<file path="config.mk">
export PLATFORM = sky130hd
export DESIGN_NAME = sg_dma_chan
export DESIGN_NICKNAME = d
export VERILOG_FILES = /design/src/rtl/sgdma_pkg.sv /design/src/rtl/sgdma_desc_ram.sv /design/src/rtl/sgdma_residue.sv /design/src/rtl/sg_dma_chan.sv
export SDC_FILE = /design/constraint.sdc
export NUM_CORES = 1
export LEC_CHECK = 0
export ABC_AREA = 1
export BUFFER_PORTS_ARGS = -buffer_cell sky130_fd_sc_hd__buf_4
export CAP_MARGIN = 20
export CORE_MARGIN = 2
export CORE_UTILIZATION = 50
export CTS_CLUSTER_DIAMETER = 40
export DETAILED_ROUTE_END_ITERATION = 10
export PLACE_DENSITY = 0.72
export SLEW_MARGIN = 40
export SYNTH_ARGS = -nofsm -noshare
export SYNTH_HDL_FRONTEND = slang
export SYNTH_SLANG_ARGS = --single-unit
</file>
<file path="constraint.sdc">
create_clock -name clk -period 6.25 [get_ports clk]
set_clock_uncertainty 0.05 [all_clocks]
set_input_delay 0.3125 -clock clk [delete_from_list [all_inputs] [get_ports clk]]
set_output_delay 0.3125 -clock clk [all_outputs]
set_load 0.02 [all_outputs]
</file>
<file path="src/rtl/sgdma_pkg.sv">
package sgdma_pkg;
  typedef enum logic [2:0] {
    S_IDLE, S_FETCH, S_LOAD, S_WAIT, S_RD, S_WR, S_NEXT
  } sg_state_t;

  localparam int GRAN_XFER  = 0;
  localparam int GRAN_CHUNK = 1;
  localparam int GRAN_BURST = 2;
endpackage

</file>
<file path="src/rtl/sgdma_desc_ram.sv">
module sgdma_desc_ram #(
  parameter int W  = 60,
  parameter int IW = 4
) (
  input  logic          clk,
  input  logic          we,
  input  logic [IW-1:0] waddr,
  input  logic [W-1:0]  wdata,
  input  logic [IW-1:0] raddr,
  output logic [W-1:0]  rdata
);
  localparam int DEPTH = 1 << IW;

  logic [W-1:0] store [DEPTH];

  always_ff @(posedge clk) begin
    if (we) store[waddr] <= wdata;
    rdata <= store[raddr];
  end
endmodule

</file>
<file path="src/rtl/sgdma_residue.sv">
module sgdma_residue #(
  parameter int CW   = 16,
  parameter int GRAN = 2
) (
  input  logic          clk,
  input  logic          rst,
  input  logic          start,
  input  logic          load,
  input  logic [CW-1:0] load_cnt,
  input  logic          step,
  input  logic [CW-1:0] step_cnt,
  input  logic          chunk_end,
  input  logic          finish,
  output logic [CW-1:0] residue
);
  import sgdma_pkg::*;

  logic [CW-1:0] nxt;

  always_comb begin
    nxt = residue;
    if (finish)                          nxt = '0;
    else if (GRAN == GRAN_XFER) begin
      if (start)                         nxt = '1;
    end else if (load)                   nxt = load_cnt;
    else if (GRAN == GRAN_CHUNK) begin
      if (chunk_end)                     nxt = '0;
    end else if (step)                   nxt = step_cnt;
  end

  always_ff @(posedge clk) begin
    if (rst) residue <= '0;
    else     residue <= nxt;
  end


  clear_on_finish_chk: assert property (@(posedge clk) disable iff (rst)
    finish |=> (residue == '0));
endmodule

</file>
<file path="src/rtl/sg_dma_chan.sv">
module sg_dma_chan #(
  parameter int AW   = 16,
  parameter int CW   = 16,
  parameter int IW   = 4,
  parameter int BLW  = 4,
  parameter int GRAN = 2,
  localparam int O_NXT  = 0,
  localparam int O_CNT  = O_NXT + IW,
  localparam int O_BL   = O_CNT + CW,
  localparam int O_WC   = O_BL + BLW,
  localparam int O_DI   = O_WC + 2,
  localparam int O_SI   = O_DI + 1,
  localparam int O_DST  = O_SI + 1,
  localparam int O_SRC  = O_DST + AW,
  localparam int DESC_W = O_SRC + AW
) (
  input  logic              clk,
  input  logic              rst,
  input  logic              dsc_wr,
  input  logic [IW-1:0]     dsc_addr,
  input  logic [DESC_W-1:0] dsc_data,
  input  logic              go,
  input  logic [IW-1:0]     go_idx,
  input  logic              ring,
  input  logic              xfer_req,
  output logic              mem_req,
  output logic              mem_we,
  output logic [AW-1:0]     mem_addr,
  output logic [1:0]        mem_size,
  output logic [31:0]       mem_wdata,
  input  logic [31:0]       mem_rdata,
  input  logic              mem_ready,
  output logic              busy,
  output logic              done,
  output logic [CW-1:0]     residue
);
  import sgdma_pkg::*;

  sg_state_t         st;
  logic [IW-1:0]     cur_idx, first_idx, nxt_q;
  logic [AW-1:0]     src_q, dst_q;
  logic              sinc_q, dinc_q, ring_q;
  logic [1:0]        wcode_q;
  logic [BLW-1:0]    blen_q;
  logic [CW-1:0]     rem_q;
  logic [BLW:0]      beats_q;
  logic [31:0]       data_q;
  logic [DESC_W-1:0] rd_word;
  logic              busy_q, done_q;

  logic [2:0]        wbytes, bsz;
  logic              last_beat, burst_end, beat_done, chain_end;

  sgdma_desc_ram #(.W(DESC_W), .IW(IW)) u_ram (
    .clk(clk), .we(dsc_wr), .waddr(dsc_addr), .wdata(dsc_data),
    .raddr(cur_idx), .rdata(rd_word)
  );

  always_comb begin
    wbytes    = {1'b0, wcode_q} + 3'd1;
    bsz       = (rem_q < CW'(wbytes)) ? rem_q[2:0] : wbytes;
    beat_done = (st == S_WR) && mem_ready;
    last_beat = (rem_q == CW'(bsz));
    burst_end = beat_done && (last_beat || beats_q == 1);
    chain_end = (st == S_NEXT) && (nxt_q == '0) && !ring_q;
  end

  assign mem_req   = (st == S_RD) || (st == S_WR);
  assign mem_we    = (st == S_WR);
  assign mem_addr  = (st == S_WR) ? dst_q : src_q;
  assign mem_size  = 2'(bsz - 3'd1);
  assign mem_wdata = data_q;
  assign busy      = busy_q;
  assign done      = done_q;

  always_ff @(posedge clk) begin
    if (rst) begin
      st        <= S_IDLE;
      busy_q    <= 1'b0;
      done_q    <= 1'b0;
      cur_idx   <= '0;
      first_idx <= '0;
      nxt_q     <= '0;
      ring_q    <= 1'b0;
      src_q     <= '0;
      dst_q     <= '0;
      sinc_q    <= 1'b0;
      dinc_q    <= 1'b0;
      wcode_q   <= '0;
      blen_q    <= '0;
      rem_q     <= '0;
      beats_q   <= '0;
      data_q    <= '0;
    end else begin
      done_q <= 1'b0;
      unique case (st)
        S_IDLE: if (go) begin
          cur_idx   <= go_idx;
          first_idx <= go_idx;
          ring_q    <= ring;
          busy_q    <= 1'b1;
          st        <= S_FETCH;
        end
        S_FETCH: st <= S_LOAD;
        S_LOAD: begin
          src_q   <= rd_word[O_SRC +: AW];
          dst_q   <= rd_word[O_DST +: AW];
          sinc_q  <= rd_word[O_SI];
          dinc_q  <= rd_word[O_DI];
          wcode_q <= rd_word[O_WC +: 2];
          blen_q  <= rd_word[O_BL +: BLW];
          rem_q   <= rd_word[O_CNT +: CW];
          nxt_q   <= rd_word[O_NXT +: IW];
          st      <= (rd_word[O_CNT +: CW] == '0) ? S_NEXT : S_WAIT;
        end
        S_WAIT: if (xfer_req) begin
          beats_q <= {1'b0, blen_q} + 1'b1;
          st      <= S_RD;
        end
        S_RD: if (mem_ready) begin
          data_q <= mem_rdata;
          st     <= S_WR;
        end
        S_WR: if (mem_ready) begin
          if (sinc_q) src_q <= src_q + AW'(bsz);
          if (dinc_q) dst_q <= dst_q + AW'(bsz);
          rem_q   <= rem_q - CW'(bsz);
          beats_q <= beats_q - 1'b1;
          if (last_beat)          st <= S_NEXT;
          else if (beats_q == 1)  st <= S_WAIT;
          else                    st <= S_RD;
        end
        S_NEXT: begin
          if (nxt_q != '0) begin
            cur_idx <= nxt_q;
            st      <= S_FETCH;
          end else if (ring_q) begin
            cur_idx <= first_idx;
            st      <= S_FETCH;
          end else begin
            busy_q <= 1'b0;
            done_q <= 1'b1;
            st     <= S_IDLE;
          end
        end
        default: st <= S_IDLE;
      endcase
    end
  end

  sgdma_residue #(.CW(CW), .GRAN(GRAN)) u_res (
    .clk(clk), .rst(rst),
    .start((st == S_IDLE) && go),
    .load(st == S_LOAD),
    .load_cnt(rd_word[O_CNT +: CW]),
    .step(burst_end),
    .step_cnt(rem_q - CW'(bsz)),
    .chunk_end(beat_done && last_beat),
    .finish(chain_end),
    .residue(residue)
  );


  done_pulse_chk: assert property (@(posedge clk) disable iff (rst)
    done |=> !done);

  done_idle_chk: assert property (@(posedge clk) disable iff (rst)
    done |-> !busy);

  req_gate_chk: assert property (@(posedge clk) disable iff (rst)
    (st == S_WAIT && !xfer_req) |=> !mem_req);

  hold_chk: assert property (@(posedge clk) disable iff (rst)
    (mem_req && !mem_ready) |=>
      (mem_req && $stable(mem_addr) && $stable(mem_we) && $stable(mem_size)));

  go_ignored_chk: assert property (@(posedge clk) disable iff (rst)
    (busy && go) |=> (first_idx == $past(first_idx)));

  size_chk: assert property (@(posedge clk) disable iff (rst)
    mem_req |-> (mem_size <= wcode_q));
endmodule

</file>
## Word-level counts from Yosys, hierarchy flattened

Memory sizes are Yosys's and may differ from the RTL's. A register that Yosys moved wholly into a read port is not among the register bits.
Index checks and enable logic that the tools add are counted.

| word-level totals | value |
|---|---|
| word-level logic and storage cells | 106 |
| memories | 1 |
| bits in writable memories | 960 |
| register bits | 127 |
| output and inout bits | 70 |
| bits in latches | 0 |
| ROM bits | 0 |

Memory list:

| name | words | width | rd ports | clocked after memory_dff | wr ports | RTL line | RTL |
|---|---|---|---|---|---|---|---|
| u_ram.store | 16 | 60 | 1 | 1 | 1 | sgdma_desc_ram.sv:14 | `logic [W-1:0] store [DEPTH];` |

| cells by class | value |
|---|---|
| $add $sub $neg | 7 |
| bitwise logic cells | 1 |
| reduce and logical (&&, ||, !) cells | 26 |
| $mul | 0 |
| order comparisons | 1 |
| equality and inequality tests | 17 |
| shift-type cells | 0 |
| muxes and demuxes | 36 |
| div/mod/pow operators | 0 |

Operators with widths:

| kind | count |
|---|---|
| 16-bit 2-to-1 mux | 8 |
| 16-bit one-hot mux with 2 select lines | 3 |
| 16-bit by 3-bit adder with 16-bit output | 2 |
| 3-bit 2-to-1 mux | 8 |
| 3-bit one-hot mux with 7 select lines | 1 |
| 16-bit by 3-bit equality test with 1-bit output | 1 |
| 16-bit logical NOT | 1 |
| 16-bit by 3-bit < comparator with 1-bit output | 1 |
| 16-bit by 3-bit subtractor with 16-bit output | 1 |
| 4-bit 2-to-1 mux | 3 |
| 3-bit AND reduction | 4 |
| 5-bit 2-to-1 mux | 2 |
| 2-bit inequality test (second input constant) | 5 |
| 5-bit one-hot mux with 2 select lines | 1 |
| 3-bit equality test (second input constant) | 3 |
| 1-bit 2-to-1 mux | 8 |
| 4-bit one-hot mux with 2 select lines | 1 |
| 4-bit AND reduction | 2 |
| 2-bit nonzero test | 4 |
| 3-bit by 2-bit equality test with 1-bit output (second input constant) | 2 |
| 2-bit by 1-bit inequality test with 1-bit output (second input constant) | 3 |
| 2-bit AND reduction | 3 |
| 4-bit by 1-bit adder with 5-bit output (second input constant) | 1 |
| 5-bit by 1-bit equality test with 1-bit output (second input constant) | 1 |
| 15 further kinds | 19 |

## Logic depth before layout (Yosys ltp)

| logic depth | value |
|---|---|
| depth in word-level cells | 8 |
| depth in mapped cells | 23 |
| depth with buffers taken out | 22 |

## Cells and area by module

From an unflattened synthesis, not the netlist that was laid out.

| second synthesis, totals | value |
|---|---|
| cell total of the unflattened synthesis | 5,085 |
| area, all modules | 49,490.0 µm² |

Modules (own cells, without submodules):

| module | instances | cells an instance | area an instance (µm²) |
|---|---|---|---|
| sgdma_desc_ram | 1 | 3,950 | 42,213.0 |
| sg_dma_chan | 1 | 1,013 | 6,467.5 |
| sgdma_residue | 1 | 122 | 809.5 |

## Worst setup path after synthesis

OpenSTA, ideal clock, no wires.

| path | value |
|---|---|
| path kind | input port to flip-flop |
| start | input port dsc_addr[2] |
| end | memory u_ram.store[10][0] (enable) |
| setup time | 0.478 ns |
| slack | 2.682 ns |
| arrival time | 3.040 ns |
| stages | 2 |
| data required time | 5.722 ns |
| buffers on the path | 0 |
| path through | nand3b_1 > nor2_1 |

RTL lines:

| what | RTL line | RTL |
|---|---|---|
| start, declared | sg_dma_chan.sv:20 | `input logic [IW-1:0] dsc_addr,` |
| end, declared | sgdma_desc_ram.sv:14 |  |

Straight into the memory's write port.

## Worst setup path after layout

| path | value |
|---|---|
| start | register wcode_q[0] |
| end | register st[1] |

| between the ends | value |
|---|---|
| cells in the longest elaborated chain, start to end | 7 |

RTL lines:

| what | RTL line | RTL |
|---|---|---|
| start, declared | sg_dma_chan.sv:43 | `logic [1:0] wcode_q;` |
| start signal, assigned | sg_dma_chan.sv:110 | `wcode_q <= rd_word[O_WC +: 2];` |
| 2-bit by 1-bit adder with 3-bit output * | sg_dma_chan.sv:60 | `wbytes = {1'b0, wcode_q} + 3'd1;` |
| 16-bit by 3-bit < comparator with 1-bit output | sg_dma_chan.sv:61 | `bsz = (rem_q < CW'(wbytes)) ? rem_q[2:0] : wbytes;` |
| 3-bit 2-to-1 mux * | sg_dma_chan.sv:61 |  |
| 16-bit by 3-bit equality test with 1-bit output * | sg_dma_chan.sv:63 | `last_beat = (rem_q == CW'(bsz));` |
| 3-bit 2-to-1 mux * | sg_dma_chan.sv:129 | `if (last_beat) st <= S_NEXT;` |
| 3-bit 2-to-1 mux * | sg_dma_chan.sv:124 | `S_WR: if (mem_ready) begin` |
| 3-bit one-hot mux with 7 select lines * | sg_dma_chan.sv:96 | `unique case (st)` |
| end signal, assigned | sg_dma_chan.sv:114 | `st <= (rd_word[O_CNT +: CW] == '0) ? S_NEXT : S_WAIT;` |
| end, declared | sg_dma_chan.sv:39 | `sg_state_t st;` |

Every way passes the cells marked *; elsewhere a longest branch is shown, timed or not. The select of a mux whose other input is x is not followed.
A chain may end at the register's enable or synchronous reset.

==> results_dict.tcl <==
set metrics [dict create \
    report.final.setup_viol 0 \
    setup_repair_after_global_routing_missed_its_margin "false" \
    number_of_top_level_pins 177 \
    tritoncts "done" \
    count_of_final_max_slew_check_failures 0 \
    initial_utilization_pct 50.4 \
    fin_util_pct 59.8 \
    vias_per_cell 5.91 \
    globalRouteMet1Util_pct 35.9 \
    die_height_um 305 \
    path_max_fanout 6 \
    synth_cells 3766 \
    drt_wl_total_mm 118 \
    number_of_routed_nets_with_antenna_violations 0 \
    cellPowerDensity_mw_per_mm2 387 \
    htreeDepth 4 \
    met3_usage_pct 4.77 \
    yosysSeqAreaShare_pct 71.8 \
    end_kind "flip-flop" \
    cts_buffers 138 \
    cts.path.max_buffers 3 \
    busiest_layer "met2" \
    synth_top_flop_cell "edfxtp_1" \
    grt_overflow 0 \
    design.final.nets 4113 \
    layout.filler_cells 6859 \
    status "finished clean" \
    yosysWarnings 0 \
    synth_area_per_cell_sq_um 12.0 \
    first_iter_violations 3592 \
    root_buffer "clkbuf_16" \
    timing.max_slew.rel_slack_pct 42.4 \
    setup-tns-final_ns 0 \
    maxClockFrequency_ghz 0.254 \
    max_cap_viol_count 0 \
    grt_first_pass_wirelength_mm 179 \
    final_cell_mix "960 x edfxtp_1, 595 x nor2_1, 591 x o21ai_0" \
    worst_ep_arrival_time_ns 4.47 \
    postSynthRegisterBits 1147 \
    clk_pin_slew_ns 0.06 \
    grt_start_max_net_pins 166 \
    timing_worst_slew_pin_value_ns 0.865 \
    area_growth_pct 18.6 \
    portBuffers 176 \
    design.die.area_sq_mm 0.0931 \
    detail_route.first_pass.iterations 6 \
    synthesis.nets 3891 \
    timing_hold_violations_final 0 \
    post-route-drc-count 0 \
    worst_ir_drop_vdd_mv 0.244 \
    finalCritPeriodShare_pct 62.9 \
    unique_cell_type_count_in_the_yosys_netlist 41 \
    setup.worst_path.class "flip-flop to flip-flop" \
    clk_latency_ns 0.72 \
    asyncSetResetFlopFracSynth_pct 0 \
    seq_area_sq_mm 0.0326 \
    timing.critical_path.from_type "flip-flop" \
    detailedPlacementHpwl_mm 63.4 \
    place_congestion 0.869 \
    antenna_found_initial 13 \
    post-route-min-period_ns 3.93 \
    first_global_vias 29900 \
    multiInputGateArea_sq_mm 0.0113 \
    num_vias 31200 \
    drive_gt1_share_pct 12.6 \
    gr-usage-all-layers_pct 25.2 \
    placeable_area_sq_mm 0.0899 \
    dieWidth_um 305 \
    grtUsageMet2_pct 39.2 \
    core.rowCount 110 \
    static_power_due_to_leakage_nw 18.5 \
    number_of_gates_given_a_new_drive_strength_after_cts 0 \
    most_common_library_cell_in_the_layout_ignoring_fill_and_taps "edfxtp_1" \
    numClockSinks 1147 \
    post-cts-setup-buffer-count 0 \
    holdCritPathClass "input pin to flip-flop" \
    synth_area_sq_mm 0.0453 \
    cp_data_required_time_ns 6.79 \
    routed_wirelength_normalized_by_instance_count_um 22.4 \
    synth_enable_flop_cells 960 \
    final.hold.worst_slack_ns 0.275 \
]
[worst paths after layout]
path,slack [ns],from,endpoint,cells past startpoint
max,2.32,wcode_q[0],st[1],21
min reg2reg,0.39,mem_wdata[25],mem_wdata[25],2
min,0.27,dsc_addr[1],u_ram.store[10][23],3
max reg2reg,2.32,wcode_q[0],st[1],21
[metal layers]
layer  up-vias  share of wire, %  routed length [um]
met1     15300                42               49700
li1      14300                 -                   -
met3       246               9.0               10600
met2      1442                46               54800
met5         -             0.083                  98
met4        16               2.6                3110
[repair_timing]
action / 4_1_cts / 5_1_grt
hold buffers: 102 / 0
endpoints found under the hold margin: 1018 / 0
endpoints found under the setup margin: 0 / 0
[cell families after synthesis]
kind of cell	after synthesis	share of synthesized area, %
and+or+nand+nor	1125	9.98
AOI/OAI and AO/OA	1059	13.9
buffers and inverters	412	3.61
xor gates and xnor gates	5	0.0966
DFF	1147	71.8
adders and majority gates	18	0.546
[cells in the mapped netlist (12+ instances only)]
cell type    n  share of area (%)
o21ai_1     12               0.13
dfxtp_1    187                8.3
inv_1      152                1.3
buf_2       47               0.52
edfxtp_1   960                 64
o211ai_1    70                1.2
o22ai_1     70               0.97
ha_1        15               0.41
o21ai_0    591                6.5
nor2_1     613                5.1
o221ai_1   174                3.4
nand3_1    138                1.5
clkbuf_1   194                1.6
a21oi_1    106                1.2
nand2_1    329                2.7
nor3_1      13               0.14
a31oi_1     17               0.23
[critical path: stages, from the launching register on]
cell,delay [ns]
dfxtp_1,0.32
ha_1,0.30
inv_1,0.05
ha_1,0.25
o21ai_0,0.07
nand2_1,0.07
nand2_1,0.06
nand3_1,0.16
o21ai_0,0.43
inv_1,0.27
ha_1,0.35
nand2_1,0.07
inv_1,0.03
nand2_1,0.06
nor2_1,0.04
nand2_1,0.13
nand2_1,0.18
nand2_1,0.10
nand2_1,0.08
a21oi_1,0.13
nor2_1,0.05
dlygate4sd3_1,0.56
[cell type report]
cell class	count	share of cell area [%]
antenna	3	0.0140
inverter	162	1.18
tap	1176	2.74
clock inverter	79	1.80
multi-input combinational	2207	21.0
clock buffer	174	7.06
sequential	1147	60.6
timing repair buffer	332	5.62
[stage by stage]
stage / instances / setup WS, ns / cell area, sq um / power, W
4_1_cts: 5276 / 2.35 / 53700 / 0.0208
3_5_place_dp: 4921 / 2.48 / 47900 / 0.0126
2_1_floorplan: 3766 / 2.68 / 45300 / 0.0114
5_1_grt: 5279 / 1.89 / 53800 / 0.0216
6_report: 5280 / 2.32 / 53800 / 0.0208
3_3_place_gp: 4907 / 2.54 / 47600 / 0.0126
[power by group]
| part | internal (W) | switching [W] | total [W] |
|---|---|---|---|
| Combinational | 0.00108 | 0.00238 | 0.00347 |
| Clock | 0.00507 | 0.00311 | 0.00818 |
| Sequential | 0.00872 | 0.000438 | 0.00916 |
[flip-flops by register name (all words and copies together), names as in the netlist, 5 cells and up]
name	count
u_res.residue	16
mem_wdata	32
rem_q	16
u_ram.rdata	60
u_ram.store	960
beats_q	5
src_q	16
dst_q	16
No activity file was read; power rests on OpenSTA's default activity.
